File: config.mk
export PLATFORM = sky130hd
export DESIGN_NAME = istore_unit
export DESIGN_NICKNAME = d
export VERILOG_FILES = /design/src/rtl/istore_pkg.sv /design/src/rtl/istore_decode.sv /design/src/rtl/istore_agen.sv /design/src/rtl/istore_lane.sv /design/src/rtl/istore_unit.sv
export SDC_FILE = /design/constraint.sdc
export NUM_CORES = 1
export LEC_CHECK = 0
export ABC_AREA = 0
export BUFFER_PORTS_ARGS = -buffer_cell sky130_fd_sc_hd__buf_2
export CORE_AREA = 2 2 203 205
export DETAILED_ROUTE_END_ITERATION = 10
export DIE_AREA = 0 0 205 207
export GPL_TIMING_DRIVEN = 0
export HOLD_SLACK_MARGIN = 0.08
export PLACE_DENSITY = 0.68
export REMOVE_ABC_BUFFERS = 1
export SLEW_MARGIN = 20
export SYNTH_ARGS = -nofsm -noshare
export SYNTH_HDL_FRONTEND = slang
export SYNTH_SLANG_ARGS = --single-unit
File: constraint.sdc
create_clock -name clk -period 23.3 [get_ports clk]
set_input_delay 3.495 -clock clk [delete_from_list [all_inputs] [get_ports clk]]
set_output_delay 3.495 -clock clk [all_outputs]
set_load 0.02 [all_outputs]
File: src/rtl/istore_pkg.sv
package istore_pkg;
  localparam int XLEN    = 64;
  localparam int STRB_W  = XLEN / 8;
  localparam int LANE_AW = $clog2(STRB_W);
  localparam int REG_AW  = 5;
  localparam int SPA_W   = 4;
  localparam int IW      = 32;

  typedef enum logic [2:0] {
    ST_IDLE, ST_EXEC, ST_REQ, ST_WB, ST_DONE
  } st_e;

  typedef enum logic [1:0] {
    OVL_KEEP = 2'b00,
    OVL_ZERO = 2'b01,
    OVL_TRAP = 2'b10,
    OVL_SKIP = 2'b11
  } ovl_e;
endpackage

File: src/rtl/istore_decode.sv
module istore_decode
  import istore_pkg::*;
#(
  parameter int W  = XLEN,
  parameter int AW = REG_AW
) (
  input  logic [IW-1:0] word,
  output logic          legal,
  output logic          wback,
  output logic          post,
  output logic [1:0]    size,
  output logic [AW-1:0] rn,
  output logic [AW-1:0] rt,
  output logic [W-1:0]  offset
);
  logic fixed_ok, uns_form, idx_form;

  always_comb begin
    fixed_ok = word[31] && (word[29:27] == 3'b111) && !word[26] && (word[23:22] == 2'b00);
    uns_form = (word[25:24] == 2'b01);
    idx_form = (word[25:24] == 2'b00) && !word[21] && word[10];
    legal    = fixed_ok && (uns_form || idx_form);
    wback    = idx_form && !uns_form;
    post     = wback && !word[11];
    size     = word[31:30];
    rn       = word[9:5];
    rt       = word[4:0];
    if (uns_form)
      offset = {{(W-12){1'b0}}, word[21:10]} << size;
    else
      offset = {{(W-9){word[20]}}, word[20:12]};
  end
endmodule

File: src/rtl/istore_agen.sv
module istore_agen #(
  parameter int W = istore_pkg::XLEN
) (
  input  logic [W-1:0] base,
  input  logic [W-1:0] offset,
  input  logic         post,
  output logic [W-1:0] acc_addr,
  output logic [W-1:0] upd_addr
);
  always_comb begin
    upd_addr = base + offset;
    acc_addr = post ? base : upd_addr;
  end
endmodule

File: src/rtl/istore_lane.sv
module istore_lane #(
  parameter int W = istore_pkg::XLEN,
  localparam int SW = W / 8,
  localparam int LW = $clog2(SW)
) (
  input  logic [LW-1:0] lo,
  input  logic [1:0]    size,
  input  logic [W-1:0]  data,
  output logic [W-1:0]  wdata,
  output logic [SW-1:0] wstrb
);
  logic [SW-1:0] mask;
  logic [W-1:0]  kept;

  always_comb begin
    for (int i = 0; i < SW; i++) begin
      mask[i]          = (i < (1 << size));
      kept[8*i +: 8]   = mask[i] ? data[8*i +: 8] : 8'h00;
    end
    wstrb = mask << lo;
    wdata = kept << {lo, 3'b000};
  end
endmodule

File: src/rtl/istore_unit.sv
module istore_unit
  import istore_pkg::*;
(
  input  logic              clk,
  input  logic              rst_n,
  input  logic              instr_valid,
  input  logic [IW-1:0]     instr_word,
  input  logic [1:0]        overlap_policy,
  output logic [REG_AW-1:0] rf_base_idx,
  input  logic [XLEN-1:0]   rf_base_val,
  output logic [REG_AW-1:0] rf_data_idx,
  input  logic [XLEN-1:0]   rf_data_val,
  input  logic [XLEN-1:0]   sp_val,
  output logic              mem_req_valid,
  input  logic              mem_req_ready,
  output logic [XLEN-1:0]   mem_addr,
  output logic [XLEN-1:0]   mem_wdata,
  output logic [STRB_W-1:0] mem_wstrb,
  output logic [1:0]        mem_size,
  output logic              rf_we,
  output logic [REG_AW-1:0] rf_waddr,
  output logic [XLEN-1:0]   rf_wdata,
  output logic              sp_we,
  output logic [XLEN-1:0]   sp_wdata,
  output logic              done,
  output logic              illegal,
  output logic              align_fault,
  output logic              undef_trap,
  output logic              tag_checked
);
  localparam logic [REG_AW-1:0] SP_IDX = '1;

  logic [1:0] rsync_q;
  logic       rst_ni;

  always_ff @(posedge clk or negedge rst_n) begin
    if (!rst_n) rsync_q <= 2'b00;
    else        rsync_q <= {rsync_q[0], 1'b1};
  end
  assign rst_ni = rsync_q[1];

  st_e state_q, state_d;
  logic [IW-1:0] word_q;
  logic          accept, exec_en;

  logic              d_legal, d_wback, d_post;
  logic [1:0]        d_size;
  logic [REG_AW-1:0] d_rn, d_rt;
  logic [XLEN-1:0]   d_off;

  istore_decode u_dec (
    .word(word_q), .legal(d_legal), .wback(d_wback), .post(d_post),
    .size(d_size), .rn(d_rn), .rt(d_rt), .offset(d_off)
  );

  logic            is_sp, sp_bad, clash, blocked, go_store;
  logic [XLEN-1:0] base, store_src, acc_addr, upd_addr, lane_data;
  logic [STRB_W-1:0] lane_strb;

  always_comb begin
    is_sp     = (d_rn == SP_IDX);
    base      = is_sp ? sp_val : rf_base_val;
    sp_bad    = is_sp && (sp_val[SPA_W-1:0] != '0);
    clash     = d_wback && (d_rn == d_rt) && !is_sp;
    blocked   = clash && (overlap_policy == OVL_TRAP || overlap_policy == OVL_SKIP);
    go_store  = d_legal && !sp_bad && !blocked;
    store_src = (clash && overlap_policy == OVL_ZERO) ? '0 : rf_data_val;
  end

  istore_agen u_agen (
    .base(base), .offset(d_off), .post(d_post),
    .acc_addr(acc_addr), .upd_addr(upd_addr)
  );

  istore_lane u_lane (
    .lo(acc_addr[LANE_AW-1:0]), .size(d_size), .data(store_src),
    .wdata(lane_data), .wstrb(lane_strb)
  );

  always_comb begin
    state_d = state_q;
    unique case (state_q)
      ST_IDLE: if (instr_valid) state_d = ST_EXEC;
      ST_EXEC: state_d = go_store ? ST_REQ : ST_DONE;
      ST_REQ:  if (mem_req_ready) state_d = ST_WB;
      ST_WB:   state_d = ST_DONE;
      ST_DONE: state_d = ST_IDLE;
      default: state_d = ST_IDLE;
    endcase
  end

  assign accept  = (state_q == ST_IDLE) && instr_valid;
  assign exec_en = (state_q == ST_EXEC);

  logic [XLEN-1:0]   addr_q, wdata_q, wbv_q;
  logic [STRB_W-1:0] strb_q;
  logic [1:0]        size_q;
  logic [REG_AW-1:0] wbi_q;
  logic              wrf_q, wsp_q, ill_q, flt_q, trap_q, tag_q;

  always_ff @(posedge clk or negedge rst_ni) begin
    if (!rst_ni) begin
      state_q <= ST_IDLE;
    end else begin
      state_q <= state_d;
    end
  end

  always_ff @(posedge clk or negedge rst_ni) begin
    if (!rst_ni)     word_q <= '0;
    else if (accept) word_q <= instr_word;
  end

  always_ff @(posedge clk or negedge rst_ni) begin
    if (!rst_ni) begin
      addr_q <= '0; wdata_q <= '0; strb_q <= '0; size_q <= '0;
      wbi_q  <= '0; wbv_q   <= '0; wrf_q  <= 1'b0; wsp_q <= 1'b0;
      ill_q  <= 1'b0; flt_q <= 1'b0; trap_q <= 1'b0; tag_q <= 1'b0;
    end else if (exec_en) begin
      addr_q  <= acc_addr;
      wdata_q <= lane_data;
      strb_q  <= lane_strb;
      size_q  <= d_size;
      wbi_q   <= d_rn;
      wbv_q   <= upd_addr;
      wrf_q   <= go_store && d_wback && !is_sp;
      wsp_q   <= go_store && d_wback && is_sp;
      ill_q   <= !d_legal;
      flt_q   <= d_legal && sp_bad;
      trap_q  <= d_legal && !sp_bad && clash && (overlap_policy == OVL_TRAP);
      tag_q   <= d_legal && (d_wback || !is_sp);
    end
  end

  assign rf_base_idx   = d_rn;
  assign rf_data_idx   = d_rt;
  assign mem_req_valid = (state_q == ST_REQ);
  assign mem_addr      = addr_q;
  assign mem_wdata     = wdata_q;
  assign mem_wstrb     = strb_q;
  assign mem_size      = size_q;
  assign rf_we         = (state_q == ST_WB) && wrf_q;
  assign sp_we         = (state_q == ST_WB) && wsp_q;
  assign rf_waddr      = wbi_q;
  assign rf_wdata      = wbv_q;
  assign sp_wdata      = wbv_q;
  assign done          = (state_q == ST_DONE);
  assign illegal       = done && ill_q;
  assign align_fault   = done && flt_q;
  assign undef_trap    = done && trap_q;
  assign tag_checked   = done && tag_q;
endmodule

* Yosys cells after proc, flatten, opt, wreduce, memory -nomap -nowiden
Index checks and enable logic that the tools add are counted.
** Word-level totals
- Bits in registers :: 250
- Input bits :: 230
** Cells by class
- Add/subtract/negate cells :: 1
- $lt $le $gt $ge :: 8
- Eq/ne operators :: 13
- Shift operators :: 4
- Muxes and demuxes :: 16
- Reductions and logical operators :: 45
** Operator list (number)
- $mux W64 :: 4
- $lt A4 B32 Y1 const A :: 4
- $add A64 B64 Y64 :: 1
- $lt A3 B32 Y1 const A :: 2
- $mux W8 :: 8
- $shl A12 B2 Y64 :: 1
- $shl A64 B6 Y64 :: 1
- $lt A1 B32 Y1 const A :: 1
- $lt A2 B32 Y1 const A :: 1
- $shl A1 B2 Y32 const A :: 1
- $logic_and A1 B1 Y1 :: 29
- $pmux W3 S4 :: 1
- $mux W3 :: 3
- $logic_not A1 Y1 :: 8
- $shl A8 B3 Y8 :: 1
- $eq A3 B2 Y1 const B :: 2
- $eq A3 B3 Y1 const B :: 2
- $eq A5 B5 Y1 :: 1
- $eq A5 B5 Y1 const B :: 1
- $eq A2 B1 Y1 const B :: 2
- $eq A2 B2 Y1 const B :: 2
- $logic_not A2 Y1 :: 2
- $reduce_bool A4 Y1 :: 1
- $eq A3 B1 Y1 const B :: 1
- 5 further kinds :: 7

* Logic depth before layout (Yosys ltp)
- Depth after elaboration :: 11
- Mapped depth :: 19
- Mapped depth without buffers :: 18

* By module
Synthesis repeated with hierarchy kept, for this count alone.
** Second synthesis, totals
- Cells, all modules :: 2353
- Area total of the unflattened synthesis :: 18846.8 um^2
** Modules (own cells, without submodules)
- istore_unit :: instances 1, cells an instance 1207, area each 11302.1 um^2, sequential area each 6256.0 um^2
- istore_agen :: instances 1, cells an instance 718, area each 4692.0 um^2, sequential area each 0.0 um^2
- istore_lane :: instances 1, cells an instance 309, area each 1990.7 um^2, sequential area each 0.0 um^2
- istore_decode :: instances 1, cells an instance 119, area each 862.1 um^2, sequential area each 0.0 um^2

* Least setup slack after synthesis
No wires, ideal clock.
- Path type :: in2reg
- Start point :: input rf_base_val[0]
- End point :: register addr_q[60] (netlist: mem_addr[60])
- Setup time :: 0.126 ns
- Arrival time :: 6.431 ns
- Data required time :: 23.174 ns
- Slack :: 16.743 ns
- Stages :: 16
- Path buffers :: 0
- Cell sequence :: mux2i_1 -> inv_1 -> ha_1 -> inv_1 -> fa_1 -> nor2b_1 -> o31a_2 -> a2bb2oi_1 -> a21oi_1 -> nor3_2 -> o21ai_1 -> o31a_2 -> o311ai_4 -> a31oi_2 -> mux2i_1 -> a221o_1
** On the way
- Cells in the longest elaborated chain, start to end :: 3
** Ends and longest elaborated chain
- from (decl) :: line istore_unit.sv:10 : input logic [XLEN-1:0] rf_base_val,
- $mux W64 :: line istore_unit.sv:62 : base = is_sp ? sp_val : rf_base_val;
- $add A64 B64 Y64 :: line istore_agen.sv:11 : upd_addr = base + offset;
- $mux W64 :: line istore_agen.sv:12 : acc_addr = post ? base : upd_addr;
- to (signal assigned) :: line istore_unit.sv:120 : addr_q <= acc_addr;
- to (decl) :: line istore_unit.sv:95 : logic [XLEN-1:0] addr_q, wdata_q, wbv_q;
Every way passes these cells.
A chain may end at the register's enable or synchronous reset.

* Worst setup path in the final report
- Start point :: input sp_val[0]
- End point :: register addr_q[60] (netlist: mem_addr[60])
** On the way
- Cells in the longest elaborated chain, start to end :: 3
** Ends and longest elaborated chain
- from (decl) :: line istore_unit.sv:13 : input logic [XLEN-1:0] sp_val,
- $mux W64 :: line istore_unit.sv:62
- $add A64 B64 Y64 :: line istore_agen.sv:11
- $mux W64 :: line istore_agen.sv:12
Every way passes these cells.

==> reports/metrics.yaml <==
run_status:
  status: "finished clean"
clock_network:
  cts_hold_buf: 0
  cts_setup_buffers: 0
  clk_latency_ns: 0.57
  cts_buffer_depth: 3
  cts_root_buf: "clkbuf_16"
  htreeDepth: 1
  numCtsBuffers: 29
  cts_tree: "yes"
  clk_transition_reported_paths_ns: 0.06
  cts_num_sinks: 250
  cts_resized: 0
power_and_ir_drop:
  p_per_area_mw_per_mm2: 141
  p_total_mw: 2.94
  p_leak_nw: 10.2
  ir_drop_mv: 0.0773
place:
  pre_cts_ws_ns: 15.85
  dpl.cell_count: 2868
  dp.final_hpwl_mm: 45.4
  io_buffers: 518
  place.gp.congestion: 0.941
  placed_area_sq_mm: 0.0198
synthesis:
  synth_cell_types: 81
  synth_top_area_share_pct: 36.8
  synth-adder-area-share_pct: 5.20
  synth_ff_type: "dfrtp_1"
  synth_edf_count: 0
  synth_common_cells: "332 x nand2_1, 250 x dfrtp_1, 214 x o21ai_0"
  synth_area_leaders: "dfrtp_1 37%, nand2_1 7.3%, mux2_2 6.4%"
  synth_cells: 1990
  synth-seq-cells: 250
  ys_seq_area_share_pct: 36.8
  synth_most_common_cell: "nand2_1"
  synth_top_family_by_area: "compound AO/OA/AOI/OAI gates"
  synthSimpleGateAreaFrac_pct: 15.3
  syn_area_sq_mm: 0.0170
  syn_area_per_cell_sq_um: 8.53
  ys_warn_count: 0
  muxShareOfSynthArea_pct: 9.33
  yosys.area.top_type: "dfrtp_1"
  synth_async_sr_flop_share_pct: 100
  synth_xor_area_share_pct: 3.46
  synth_compound_area_share_pct: 23.2
timing:
  min_period_ns: 6.97
  fin_skew_ns: 0.00849
  holdWs_ns: 0.185
  setup_tns_ns: 0
  finalCritPeriodShare_pct: 29.9
  maxSlewViolCount: 0
  finalSetupViolCount: 0
  hold_viol: 0
  slew_headroom_pct: 26.8
  fmax_mhz: 143
  timing.final.ws_setup_ns: 16.33
  rsz0062_at_grt: "false"
  worst_pin_slew_ns: 1.10
detailed_routing:
  drcViolationCount: 0
  wl_per_cell_um: 20.0
  via_per_inst: 5.56
  firstDrtPassIters: 6
  routed_wl_mm: 58.4
  vias: 16300
  drtIter0Drc: 1101
  ant_nets: 0
layout:
  final_cells: 2926
  fin_util_pct: 51.6
  layout-drive-gt1-share_pct: 30.6
  fin_area_sq_mm: 0.0208
  nets: 2667
  syn2layout_area_growth_pct: 22.6
global_route:
  grt_use_met3_pct: 4.45
  track_usage_pct: 26.8
  grt_remaining_overflow: 0
  grt_max_degree: 85
  grt_pass1_vias: 15600
  antenna_found_initial: 5
  grt_pass1_wl_mm: 90.1
  use_met2_pct: 43.5
  top_usage_layer: "met2"
  use_met1_pct: 35.8
critical_path:
  worstSetupPathType: "in -> reg"
  worstPathRequired_ns: 23.76
  crit_fanout: 4
  crit_path_start_kind: "primary input"
  cp-end-kind: "flip-flop"
  critPathArrivalTime_ns: 7.43
  critPathLaunch: "sp_val[0]"
  r2r-start: "word_q[31]$_DFFE_PN0P_"
floorplan:
  start_util_pct: 42.1
  fp.coreArea_sq_mm: 0.0404
  die_area_sq_mm: 0.0424
  die_y_um: 207
  ios: 519
  row_count: 74
  die_x_um: 205
run:
  maxCapViolCount: 0
worst_hold_path:
  min-delay-path-class: "reg -> async"
-- registers in the layout, summed over array words and instances, names as in the netlist --
name	flops
mem_addr	64
rsync_q	2
word_q	32
trap_q	1
mem_wdata	64
mem_wstrb	8
rf_waddr	5
rf_wdata	64
tag_q	1
state_q	3
mem_size	2
wrf_q	1
flt_q	1
wsp_q	1
ill_q	1
-- cell families (layout without fill, tap and decap cells) --
kind of cell / Yosys count / in the layout
adder cells (fa/ha/maj): 70 / 70
XOR/XNOR: 67 / 67
other: 1 / 6
buffers and inverters: 223 / 622
multiplexers: 145 / 145
flip-flops: 250 / 250
AO/OA/AOI/OAI: 631 / 631
AND/OR/NAND/NOR: 603 / 603
-- worst max-delay path, stage by stage --
cell	delay [ns]
buf_2	0.09
mux2i_1	0.16
inv_1	0.11
ha_1	0.16
inv_1	0.06
fa_1	0.41
nor2b_1	0.18
o31a_2	0.19
a2bb2oi_1	0.35
a21oi_1	0.24
nor3_2	0.36
o21ai_1	0.20
o31a_2	0.37
o311ai_4	0.38
a31oi_2	0.19
mux2i_1	0.20
a221o_1	0.27
-- power breakdown --
part | switching (mW) | internal (mW) | total, mW | leakage, nW
Combinational | 1.11 | 0.608 | 1.71 | 6.66
Clock | 0.195 | 0.278 | 0.473 | 0.476
Sequential | 0.137 | 0.613 | 0.751 | 3.11
Total | 1.44 | 1.50 | 2.94 | 10.2
-- placed cells by master (no fill, tap or decap), types with 13 or more instances in the layout --
cell | netlist | layout
buf_2 | 8 | 520
o211ai_1 | 14 | 14
a31oi_1 | 16 | 16
a21oi_1 | 150 | 148
buf_16 | 0 | 13
a21o_1 | 49 | 48
inv_1 | 24 | 23
xnor2_1 | 41 | 41
nand4_1 | 22 | 22
dfrtp_1 | 250 | 249
nand3_1 | 33 | 32
mux2_2 | 97 | 97
o21a_1 | 22 | 22
clkbuf_16 | 0 | 29
a211oi_1 | 16 | 16
nand2_1 | 332 | 332
ha_1 | 69 | 69
a22oi_1 | 20 | 20
o21ai_0 | 214 | 214
o21bai_1 | 19 | 19
mux2i_1 | 47 | 47
nor2_1 | 131 | 129
a22o_1 | 19 | 19
xor2_1 | 26 | 26
nor3_1 | 20 | 20
-- layout make-up --
| class | count | area [sq um] |
|---|---|---|
| diodes | 5 | 12.5 |
| clock buffers | 40 | 817 |
| clock inverters | 13 | 153 |
| fillers | 3890 | 19500 |
| inverters | 24 | 90.1 |
| multi-input cells | 1517 | 9690 |
| flip-flops and latches | 250 | 6260 |
| well taps | 532 | 666 |
| repair buffers | 545 | 3140 |
-- final timing paths --
check	to	slack, ns	cells after the start
max	mem_addr[60]$_DFFE_PN0N_	16.33	17
min in group clk	rsync_q[1]$_DFF_PN0_	0.35	0
min	mem_addr[13]$_DFFE_PN0N_	0.19	0
max in group asynchronous	rsync_q[1]$_DFF_PN0_	20.51	1
max reg2reg	mem_addr[60]$_DFFE_PN0N_	17.69	16
min reg2reg	mem_addr[13]$_DFFE_PN0N_	0.19	0
-- layer usage --
| metal | vias to the layer above | part of all wire (%) |
|---|---|---|
| met2 | 577 | 47 |
| met5 | - | 0 |
| met1 | 7780 | 43 |
| li1 | 7803 | - |
| met3 | 112 | 6.4 |
| met4 | 0 | 3.8 |
(Power assumes the default switching activity.)
